--- src/rtl/sertx_pkg.sv ---
package sertx_pkg;

  typedef enum logic [2:0] {
    TX_IDLE  = 3'd0,
    TX_START = 3'd1,
    TX_DATA  = 3'd2,
    TX_PAR   = 3'd3,
    TX_STOP  = 3'd4
  } tx_state_e;

  typedef struct packed {
    logic [1:0] wlen;
    logic       par_en;
    logic       par_odd;
    logic [1:0] stop;
  } tx_cfg_t;

  localparam tx_cfg_t CFG_RESET = '{wlen: 2'b11, par_en: 1'b0, par_odd: 1'b0, stop: 2'b00};

endpackage

--- src/rtl/sertx_cfg_reg.sv ---
module sertx_cfg_reg
  import sertx_pkg::*;
(
  input  logic    clk,
  input  logic    rst,
  input  logic    load_i,
  input  tx_cfg_t cfg_i,
  output tx_cfg_t cfg_o
);

  tx_cfg_t cfg_q;

  always_ff @(posedge clk) begin
    if (rst)         cfg_q <= CFG_RESET;
    else if (load_i) cfg_q <= cfg_i;
  end

  assign cfg_o = cfg_q;

  // Settings move only on the strobe.
  assert_cfg_hold_R8: assert property (@(posedge clk) disable iff (rst)
    !load_i |=> $stable(cfg_q));

endmodule

--- src/rtl/sertx_hold_buf.sv ---
module sertx_hold_buf #(
  parameter int DATA_W = 8
) (
  input  logic              clk,
  input  logic              rst,
  input  logic              in_valid_i,
  input  logic [DATA_W-1:0] in_data_i,
  input  logic              take_i,
  output logic              in_ready_o,
  output logic              full_o,
  output logic [DATA_W-1:0] data_o
);

  logic              full_q;
  logic [DATA_W-1:0] data_q;
  logic              accept;

  assign in_ready_o = !full_q;
  assign accept     = in_valid_i && !full_q;

  always_ff @(posedge clk) begin
    if (rst) begin
      full_q <= 1'b0;
      data_q <= '0;
    end else if (take_i) begin
      full_q <= 1'b0;
    end else if (accept) begin
      full_q <= 1'b1;
      data_q <= in_data_i;
    end
  end

  assign full_o = full_q;
  assign data_o = data_q;

  // A waiting byte is neither lost nor overwritten.
  assert_hold_keeps_R6: assert property (@(posedge clk) disable iff (rst)
    (full_q && !take_i) |=> (full_q && $stable(data_q)));

endmodule

--- src/rtl/sertx_shifter.sv ---
module sertx_shifter
  import sertx_pkg::*;
#(
  parameter int DATA_W     = 8,
  parameter int OVERSAMPLE = 16
) (
  input  logic              clk,
  input  logic              rst,
  input  logic              avail_i,
  input  logic [DATA_W-1:0] hold_data_i,
  input  tx_cfg_t           cfg_i,
  output logic              take_o,
  output logic              txd_o,
  output logic              idle_o
);

  localparam int CNT_W   = $clog2(2 * OVERSAMPLE);
  localparam int IDX_W   = $clog2(DATA_W);
  localparam int MIN_LEN = DATA_W - 3;

  tx_state_e         state_q;
  logic [CNT_W-1:0]  cnt_q;
  logic [IDX_W-1:0]  idx_q;
  logic [IDX_W-1:0]  len_m1_q;
  logic [CNT_W-1:0]  stop_m1_q;
  logic              par_en_q;
  logic              par_bit_q;
  logic [DATA_W-1:0] sh_q;
  logic              txd_q;

  logic [IDX_W-1:0]  len_m1_n;
  logic [DATA_W-1:0] mask_n;
  logic              par_bit_n;
  logic [CNT_W-1:0]  stop_m1_n;
  logic              bit_end;
  logic              frame_end;

  // Frame settings computed from the live configuration at frame start.
  always_comb begin
    len_m1_n = IDX_W'(MIN_LEN - 1) + IDX_W'(cfg_i.wlen);
    for (int i = 0; i < DATA_W; i++) begin
      mask_n[i] = (IDX_W'(i) <= len_m1_n);
    end
    par_bit_n = (^(hold_data_i & mask_n)) ^ cfg_i.par_odd;
    case (cfg_i.stop)
      2'b00:   stop_m1_n = CNT_W'(OVERSAMPLE - 1);
      2'b01:   stop_m1_n = CNT_W'(OVERSAMPLE + OVERSAMPLE / 2 - 1);
      default: stop_m1_n = CNT_W'(2 * OVERSAMPLE - 1);
    endcase
  end

  assign bit_end   = (cnt_q == CNT_W'(OVERSAMPLE - 1));
  assign frame_end = (state_q == TX_STOP) && (cnt_q == stop_m1_q);
  assign take_o    = avail_i && ((state_q == TX_IDLE) || frame_end);

  always_ff @(posedge clk) begin
    if (rst) begin
      state_q   <= TX_IDLE;
      cnt_q     <= '0;
      idx_q     <= '0;
      len_m1_q  <= '0;
      stop_m1_q <= '0;
      par_en_q  <= 1'b0;
      par_bit_q <= 1'b0;
      sh_q      <= '0;
      txd_q     <= 1'b1;
    end else if (take_o) begin
      state_q   <= TX_START;
      cnt_q     <= '0;
      idx_q     <= '0;
      len_m1_q  <= len_m1_n;
      stop_m1_q <= stop_m1_n;
      par_en_q  <= cfg_i.par_en;
      par_bit_q <= par_bit_n;
      sh_q      <= hold_data_i;
      txd_q     <= 1'b0;
    end else begin
      unique case (state_q)
        TX_START: begin
          if (bit_end) begin
            state_q <= TX_DATA;
            cnt_q   <= '0;
            txd_q   <= sh_q[0];
          end else begin
            cnt_q <= cnt_q + CNT_W'(1);
          end
        end
        TX_DATA: begin
          if (bit_end) begin
            cnt_q <= '0;
            if (idx_q == len_m1_q) begin
              if (par_en_q) begin
                state_q <= TX_PAR;
                txd_q   <= par_bit_q;
              end else begin
                state_q <= TX_STOP;
                txd_q   <= 1'b1;
              end
            end else begin
              idx_q <= idx_q + IDX_W'(1);
              sh_q  <= sh_q >> 1;
              txd_q <= sh_q[1];
            end
          end else begin
            cnt_q <= cnt_q + CNT_W'(1);
          end
        end
        TX_PAR: begin
          if (bit_end) begin
            state_q <= TX_STOP;
            cnt_q   <= '0;
            txd_q   <= 1'b1;
          end else begin
            cnt_q <= cnt_q + CNT_W'(1);
          end
        end
        TX_STOP: begin
          if (frame_end) begin
            state_q <= TX_IDLE;
            cnt_q   <= '0;
            txd_q   <= 1'b1;
          end else begin
            cnt_q <= cnt_q + CNT_W'(1);
          end
        end
        default: begin
          state_q <= TX_IDLE;
          txd_q   <= 1'b1;
        end
      endcase
    end
  end

  assign txd_o  = txd_q;
  assign idle_o = (state_q == TX_IDLE);

  assert_idle_line_high_R1: assert property (@(posedge clk) disable iff (rst)
    idle_o |-> txd_o);

  assert_start_after_take_R7: assert property (@(posedge clk) disable iff (rst)
    take_o |=> (!txd_o && !idle_o));

  assert_stop_high_R5: assert property (@(posedge clk) disable iff (rst)
    (state_q == TX_STOP) |-> txd_o);

  assert_bit_count_R3: assert property (@(posedge clk) disable iff (rst)
    (state_q == TX_DATA) |-> (idx_q <= len_m1_q));

endmodule

--- src/rtl/sertx_top.sv ---
module sertx_top
  import sertx_pkg::*;
#(
  parameter int DATA_W     = 8,
  parameter int OVERSAMPLE = 16
) (
  input  logic              clk,
  input  logic              rst,
  input  logic              cfg_load,
  input  logic [1:0]        cfg_wlen,
  input  logic              cfg_par_en,
  input  logic              cfg_par_odd,
  input  logic [1:0]        cfg_stop,
  input  logic              in_valid,
  input  logic [DATA_W-1:0] in_data,
  output logic              in_ready,
  output logic              hold_empty,
  output logic              shift_empty,
  output logic              txd
);

  tx_cfg_t           cfg_in;
  tx_cfg_t           cfg_cur;
  logic              hold_full;
  logic [DATA_W-1:0] hold_data;
  logic              take;
  logic              sh_idle;

  assign cfg_in = '{wlen: cfg_wlen, par_en: cfg_par_en, par_odd: cfg_par_odd, stop: cfg_stop};

  sertx_cfg_reg u_cfg (
    .clk    (clk),
    .rst    (rst),
    .load_i (cfg_load),
    .cfg_i  (cfg_in),
    .cfg_o  (cfg_cur)
  );

  sertx_hold_buf #(.DATA_W(DATA_W)) u_hold (
    .clk        (clk),
    .rst        (rst),
    .in_valid_i (in_valid),
    .in_data_i  (in_data),
    .take_i     (take),
    .in_ready_o (in_ready),
    .full_o     (hold_full),
    .data_o     (hold_data)
  );

  sertx_shifter #(.DATA_W(DATA_W), .OVERSAMPLE(OVERSAMPLE)) u_shift (
    .clk         (clk),
    .rst         (rst),
    .avail_i     (hold_full),
    .hold_data_i (hold_data),
    .cfg_i       (cfg_cur),
    .take_o      (take),
    .txd_o       (txd),
    .idle_o      (sh_idle)
  );

  assign hold_empty  = !hold_full;
  assign shift_empty = sh_idle;

  assert_transfer_flags_R7: assert property (@(posedge clk) disable iff (rst)
    take |=> (hold_empty && !shift_empty));

endmodule

--- config.mk ---
export PLATFORM = sky130hd
export DESIGN_NAME = sertx_top
export DESIGN_NICKNAME = d
export VERILOG_FILES = /design/src/rtl/sertx_pkg.sv /design/src/rtl/sertx_cfg_reg.sv /design/src/rtl/sertx_hold_buf.sv /design/src/rtl/sertx_shifter.sv /design/src/rtl/sertx_top.sv
export SDC_FILE = /design/constraint.sdc
export NUM_CORES = 1
export LEC_CHECK = 0
export CAP_MARGIN = 10
export CELL_PAD_IN_SITES_DETAIL_PLACEMENT = 0
export CELL_PAD_IN_SITES_GLOBAL_PLACEMENT = 1
export CORE_UTILIZATION = 47
export CTS_CLUSTER_DIAMETER = 100
export DETAILED_ROUTE_END_ITERATION = 10
export DONT_BUFFER_PORTS = 1
export GPL_ROUTABILITY_DRIVEN = 1
export PLACE_DENSITY = 0.74
export SKIP_LAST_GASP = 1
export SYNTH_ARGS = -nofsm -noshare
export SYNTH_HDL_FRONTEND = slang
export SYNTH_SLANG_ARGS = --single-unit
--- constraint.sdc ---
create_clock -name clk -period 2.55 [get_ports clk]
set_input_delay 0.1275 -clock clk [delete_from_list [all_inputs] [get_ports clk]]
set_output_delay 0.1275 -clock clk [all_outputs]
set_load 0.005 [all_outputs]
==> qor.txt, run 1 <==
DRC Markers: 0
Sink Count: 42
Die X-Extent: 70.5 microns
Placed Area: 0.00222 sq mm
CP cell instances: ha_1 > nand3_1 > inv_1 > ha_1 > and4bb_2 > o31a_1 > mux2i_1 > a21oi_1
Pin count of the biggest net entering global routing: 22
Routing usage on met3: 0.0563
Critical path peak fanout: 8
Synth cell types: 51
Cells after synthesis: 237
CP arrival: 2330 ps
Mean Syn Cell Area: 9.29 sq um
Hold/Removal Path Class: in -> reg
Tightest Pin Transition: 825 ps
Final Skew: 6.10 ps
Starting DRC count in detailed routing: 78
Hold path cells: 2
Routability congestion estimate: 0.863
FP Rows: 24
Most used cell, CP: ha_1
Cells on worst reg2reg path: 8
Status: finished, final reports clean
Final Slew Violations: 0
Chip height: 70.5 microns
DRT antenna net count: 0
Core ar.: 0.00441 sq mm
Via count: 1788
Die area: 0.00496 sq mm
P&R area growth vs syn: 14.9%
Bufs on Longest Clock Path: 2
Max incr delay on CP: 460 ps
R2r startpoint: u_shift.cnt_q[0]$_SDFFE_PP0P_
Met1 Use GR: 0.280
R2r setup slk: 400 ps
Number of synthesized register bits: 42
Leakage power: 0.935 nW
Antenna violations before repair: 0
CP delay by family, top: compound AO/OA/AOI/OAI gates
RSZ-0062 raised after global routing: false
CP Capture Type: flip-flop
GRT busiest layer: met2
Num ports: 22
Vias/cell: 5.81
Vias in the first global route: 1761
EDFF count, synth: 0
Mapped Nets: 259
Final period util: 0.844
Cell area after synthesis: 0.00220 sq mm
Fmax: 465 MHz
Min Hold Slack: 1.36 ps
Worst hold path startpoint: in_data[4]
Worst vdd ir: 338 uV
CTS Buf Count: 5
Final min period: 2150 ps
GRT Util Overall: 0.216
Power Density: 595 mW/mm^2
Setup TNS: 0 ps
Total grt overflow: 0
Slew Limit Headroom: 0.448
Pre-antenna DRT Iters: 4
# diodes: 0
WL/cell: 15.9 microns
Hold Path Sink: u_hold.data_o[4]$_SDFFE_PP0P_
H-tree depth: 2
Drt total wl: 4910 microns
Critical Path Source Type: flip-flop
Fin area: 0.00253 sq mm
Dpl hpwl: 3390 microns
Ratio of cells with drive above 1 in the final layout: 0.102
Global-route wire length before repair: 8440 microns
Port bufs: 0
Met2 usage: 0.352
Crit Path Class: reg -> reg
Setup violators final: 0
Post-CTS resize count: 0
Max-Cap Viols: 0
Post-synthesis sequential area ratio: 0.382
Number of synthesis warnings: 0
WP buf/inv: 1
Ys async rst share: 0
Final Non-Filler Cells: 308
Power Total: 1.50 mW
Final hold violation count: 0
CTS Root Cell: clkbuf_8
Fillers: 397
Starting Density: 0.499
Reg2Reg Capture Point: u_shift.sh_q[4]$_SDFFE_PP0P_
CTS tree: built
Final #Nets: 277
Top FF cell, synth: dfxtp_1
Dpl cells: 280
Worst skew pair latency: 300 ps
Crit path max-delay cell type: dfxtp_1
CTS clk-pin slew, worst paths: 80 ps
Critical path required time: 2730 ps
registers in the layout, summed over array words and instances, names as in the netlist:
signal and flops:
u_shift.sh_q 8, u_cfg.cfg_o 6, u_shift.cnt_q 5, u_shift.txd_o 1
u_hold.full_o 1, u_hold.data_o 8, u_shift.par_bit_q 1, u_shift.state_q 3
u_shift.par_en_q 1, u_shift.len_m1_q 2, u_shift.stop_m1_q 3, u_shift.idx_q 3
per-layer routing:
layer | part of all wire | wire length [microns]
met1 | 0.47 | 2300
met2 | 0.48 | 2370
met3 | 0.037 | 181
met4 | 0.012 | 59
met5 | 0 | 0
worst max-delay path by stage:
stage                                              from                           end  cells past startpoint
final                     u_shift.cnt_q[0]$_SDFFE_PP0P_  u_shift.sh_q[4]$_SDFFE_PP0P_                      8
after global routing      u_shift.cnt_q[0]$_SDFFE_PP0P_  u_shift.sh_q[3]$_SDFFE_PP0P_                      8
after CTS                 u_shift.cnt_q[0]$_SDFFE_PP0P_  u_shift.sh_q[4]$_SDFFE_PP0P_                      8
after detailed placement  u_shift.cnt_q[0]$_SDFFE_PP0P_  u_shift.sh_q[4]$_SDFFE_PP0P_                      8
after global placement    u_shift.cnt_q[0]$_SDFFE_PP0P_  u_shift.sh_q[6]$_SDFFE_PP0P_                      8
after floorplan           u_shift.cnt_q[0]$_SDFFE_PP0P_    u_shift.txd_o$_SDFFE_PP1P_                      9
placed cells by master (no fill, tap or decap), types with 7 or more instances in the layout:
cell / netlist / routed
dfxtp_1: 42 / 42
mux2i_1: 22 / 22
a21oi_1: 22 / 22
nor2_1: 20 / 20
dlygate4sd3_1: 0 / 20
inv_1: 11 / 11
o21ai_0: 10 / 10
nand2_1: 8 / 8
o31ai_1: 8 / 8
nand3_1: 7 / 7
xnor2_1: 7 / 7
buf_4: 3 / 7
Yosys cell counts, drive strengths merged (5+ instances only):
cell / instances / area, sq um
buf: 8 / 66.3
a211oi: 6 / 60.1
dfxtp: 42 / 841
nand2: 9 / 36.3
o21ai: 11 / 58.8
a21oi: 22 / 110
nor4: 5 / 31.3
xnor2: 9 / 93.8
o31ai: 8 / 60.1
inv: 11 / 41.3
nor2: 22 / 87.6
mux2i: 22 / 220
clkbuf: 8 / 30.0
nand3: 7 / 35.0
power by group:
group	switching, mW	internal (mW)	leakage, nW
combinational	0.129	0.123	0.538
sequential	0.0363	0.697	0.344
clock	0.226	0.293	0.0524
through the flow:
stage	setup WS, ps	utilization
floorplan	622	-
global placement	502	0.504
detailed placement	407	0.504
CTS	390	0.573
global route	185	0.573
finish	398	0.573
timing repair:
action / in CTS / in global routing
hold buffers: 20 / 0
hold endpoints to repair: 24 / 0
setup buffers: 0 / 0
endpoints found under the setup margin: 0 / 0
worst register-to-register path, stage by stage, from the launching register on:
cell	delay [ps]
dfxtp_1	460
ha_1	240
nand3_1	120
inv_1	80
ha_1	150
and4bb_2	230
o31a_1	430
mux2i_1	250
a21oi_1	80
area by class of cell:
class | instances | area (sq um) | area share
Timing Repair Buffer | 27 | 253 | 0.0999
Tap cell | 52 | 65.1 | 0.0257
Clock inverter | 1 | 30.0 | 0.0119
Multi-Input combinational cell | 168 | 1220 | 0.484
Sequential cell | 42 | 841 | 0.332
Inverter | 11 | 41.3 | 0.0163
Clock buffer | 7 | 76.3 | 0.0302
cells by family after synthesis:
| family | Yosys count | share of synthesized area |
|---|---|---|
| AO/OA/AOI/OAI | 65 | 0.216 |
| XOR/XNOR | 14 | 0.0687 |
| adder cells (fa/ha/maj) | 4 | 0.0227 |
| buffers and inverters | 27 | 0.0625 |
| flip-flops | 42 | 0.382 |
| multiplexers | 22 | 0.100 |
| AND/OR/NAND/NOR | 63 | 0.148 |
(Power assumes the default switching activity.)
==> run 2, diff against run 1 <==
==> constraint.sdc (replaced) <==
create_clock -name clk -period 2.2 [get_ports clk]
set_input_delay 0.11 -clock clk [delete_from_list [all_inputs] [get_ports clk]]
set_output_delay 0.11 -clock clk [all_outputs]
set_load 0.005 [all_outputs]
==> qor.txt, run 2 (same netlist as run 1, synthesis figures left out) <==
Critical Path Source Type: flip-flop (unchanged)
Sink Count: 42 (unchanged)
Worst skew pair latency: 290 ps (was 300 ps)
Final Slew Violations: 0 (unchanged)
Crit path max-delay cell type: dfxtp_1 (unchanged)
Multi-input gate area: 0.00122 sq mm (unchanged)
RSZ-0062 raised after global routing: false (unchanged)
Starting DRC count in detailed routing: 87 (was 78)
Hold path cells: 3 (was 2)
Crit Path Class: reg -> reg (unchanged)
Dpl cells: 280 (unchanged)
Drt total wl: 5000 microns (was 4910 microns)
Sw Pwr: 474 uW (was 391 uW)
Sequential share of power: 0.515 (was 0.487)
H-tree depth: 2 (unchanged)
Final Non-Filler Cells: 310 (was 308)
Vias in the first global route: 1756 (was 1761)
Setup WS pre-CTS: 187 ps (was 407 ps)
Leakage power: 0.937 nW (was 0.935 nW)
Setup ws final: 226 ps (was 398 ps)
# diodes: 0 (unchanged)
Sw Ratio: 0.287 (was 0.260)
Antenna violations before repair: 0 (unchanged)
Dpl hpwl: 3420 microns (was 3390 microns)
Comb pwr share: 0.181 (was 0.168)
Final period util: 0.897 (was 0.844)
DRC Markers: 0 (unchanged)
Die area: 0.00496 sq mm (unchanged)
CTS Root Cell: clkbuf_8 (unchanged)
Most used cell, CP: ha_1 (unchanged)
Final #Nets: 279 (was 277)
Routability congestion estimate: 0.802 (was 0.863)
Core ar.: 0.00441 sq mm (unchanged)
WL/cell: 16.1 microns (was 15.9 microns)
DRT antenna net count: 0 (unchanged)
Max-Cap Viols: 0 (unchanged)
CP delay by family, top: flip-flops (was compound AO/OA/AOI/OAI gates)
Hold/Removal Path Class: in -> reg (unchanged)
Slew Limit Headroom: 0.417 (was 0.448)
Fmax: 507 MHz (was 465 MHz)
Critical path peak fanout: 8 (unchanged)
Port bufs: 0 (unchanged)
Total grt overflow: 0 (unchanged)
Chip height: 70.5 microns (unchanged)
Worst vdd ir: 467 uV (was 338 uV)
Cells on worst reg2reg path: 9 (was 8)
FP Rows: 24 (unchanged)
Final min period: 1970 ps (was 2150 ps)
Pre-antenna DRT Iters: 4 (unchanged)
Final Skew: 3.84 ps (was 6.10 ps)
Commonest non-fill, non-tap cells in the layout: dfxtp_1 (41), mux2i_1 (22), a21oi_1 (22), dlygate4sd3_1 (22), nor2_1 (20) (was dfxtp_1 (42), mux2i_1 (22), a21oi_1 (22))
Global-route wire length before repair: 8420 microns (was 8440 microns)
WP buf/inv: 2 (was 1)
Bufs on Longest Clock Path: 2 (unchanged)
Setup TNS: 0 ps (unchanged)
Pint: 1.18 mW (was 1.11 mW)
Leading cell type in the layout, fill and taps excluded: dfxtp_1 (unchanged)
Num ports: 22 (unchanged)
Fillers: 402 (was 397)
Via count: 1811 (was 1788)
GRT Util Overall: 0.214 (was 0.216)
Worst hold path startpoint: rst (was in_data[4])
FF/Latch Area: 842 sq um (was 841 sq um)
CTS Buf Count: 5 (unchanged)
CP arrival: 2150 ps (was 2330 ps)
Vias/cell: 5.84 (was 5.81)
CTS tree: built (unchanged)
Clk pwr share: 0.304 (was 0.345)
Ratio of cells with drive above 1 in the final layout: 0.112 (was 0.102)
Tightest Pin Transition: 871 ps (was 825 ps)
Hold Path Sink: u_shift.txd_o$_SDFFE_PP1P_ (was u_hold.data_o[4]$_SDFFE_PP0P_)
CP Capture Type: flip-flop (unchanged)
Status: finished, final reports clean (unchanged)
R2r setup slk: 230 ps (was 400 ps)
Power Density: 651 mW/mm^2 (was 595 mW/mm^2)
Max incr delay on CP: 410 ps (was 460 ps)
Die X-Extent: 70.5 microns (unchanged)
P&R area growth vs syn: 15.1% (was 14.9%)
Critical path required time: 2380 ps (was 2730 ps)
CTS clk-pin slew, worst paths: 80 ps (about the same)
CP cell instances: ha_1 > nand3_1 > inv_1 > ha_1 > and4bb_2 > o31a_1 > buf_4 > mux2i_1 > a21oi_1 (was ha_1 > nand3_1 > inv_1 > ha_1 > and4bb_2 > o31a_1 > mux2i_1 > a21oi_1)
Final hold violation count: 0 (unchanged)
Reg2Reg Capture Point: u_shift.sh_q[6]$_SDFFE_PP0P_ (was u_shift.sh_q[4]$_SDFFE_PP0P_)
Setup violators final: 0 (unchanged)
Starting Density: 0.499 (unchanged)
Pin count of the biggest net entering global routing: 22 (unchanged)
Min Hold Slack: 102 ps (was 1.36 ps)
R2r startpoint: u_shift.cnt_q[1]$_SDFFE_PP0P_ (was u_shift.cnt_q[0]$_SDFFE_PP0P_)
## run 2: cell types whose count changed in the layout (fill, tap and decap cells not counted)
cell / previous run / this run
dfxtp_1: 42 / 41
clkinv_2: 0 / 1
dfxtp_2: 0 / 1
bufinv_16: 1 / 0
clkinvlp_4: 0 / 1
clkinv_4: 0 / 1
dlygate4sd3_1: 20 / 22
clkbuf_1: 2 / 0
## run 2: worst max-delay path by stage
stage / startpoint / endpoint / slack [ps] / depth (start not counted)
after CTS: u_shift.cnt_q[0]$_SDFFE_PP0P_ / u_shift.sh_q[6]$_SDFFE_PP0P_ / 190 / 9
after global placement: u_shift.cnt_q[0]$_SDFFE_PP0P_ / u_shift.sh_q[6]$_SDFFE_PP0P_ / 270 / 9
after global routing: u_shift.cnt_q[1]$_SDFFE_PP0P_ / u_shift.sh_q[5]$_SDFFE_PP0P_ / 20 / 9
after floorplan: u_shift.cnt_q[0]$_SDFFE_PP0P_ / u_shift.txd_o$_SDFFE_PP1P_ / 270 / 9
after detailed placement: u_shift.cnt_q[0]$_SDFFE_PP0P_ / u_shift.sh_q[6]$_SDFFE_PP0P_ / 190 / 9
final: u_shift.cnt_q[1]$_SDFFE_PP0P_ / u_shift.sh_q[6]$_SDFFE_PP0P_ / 230 / 9
## run 2: area by class of cell
type / instances / share of cell area
Clock buffer: 5 / 0.0271
Clock inverter: 3 / 0.00839
Inverter: 11 / 0.0163
Multi-Input combinational cell: 168 / 0.483
Sequential cell: 42 / 0.332
Tap cell: 52 / 0.0257
Timing Repair Buffer: 29 / 0.108
## run 2: per-layer routing
metal / vias up / track usage / share of wire / wire length [microns]
li1: 903 / - / - / -
met1: 854 / 0.276 / 0.47 / 2330
met2: 46 / 0.362 / 0.48 / 2420
met3: 8 / 0.0390 / 0.040 / 198
met4: 0 / 0.0578 / 0.011 / 53
met5: - / 0 / 0 / 0
## run 2: worst register-to-register path, delay by kind of cell (launching register included)
kind,cells,cell delay [ps]
flops,1,410
fa+ha+maj,2,400
mux,1,210
simple gates,2,360
compound gates,2,230
buf+inv,2,260
## run 2: power groups by stage
stage	clock, mW	sequential, mW	combinational (mW)
floorplan	0	0.854	0.220
global placement	0	0.864	0.248
detailed placement	0	0.866	0.254
CTS	0.516	0.849	0.294
global route	0.547	0.857	0.325
finish	0.501	0.849	0.299
## run 2: timing repair
| action | in CTS | in global routing |
|---|---|---|
| resized for setup | 0 | 1 |
| endpoints found under the setup margin | 0 | 2 |
| buffers inserted | 0 | 0 |
| endpoints found under the hold margin | 24 | 1 |
| hold buffers | 21 | 1 |
## run 2: metrics by stage
stage | util | instance area (sq um) | total power [mW]
finish | 0.574 | 2530 | 1.65
global route | 0.574 | 2530 | 1.73
CTS | 0.572 | 2520 | 1.66
detailed placement | 0.504 | 2220 | 1.12
global placement | 0.504 | 2220 | 1.11
floorplan | - | 2200 | 1.07
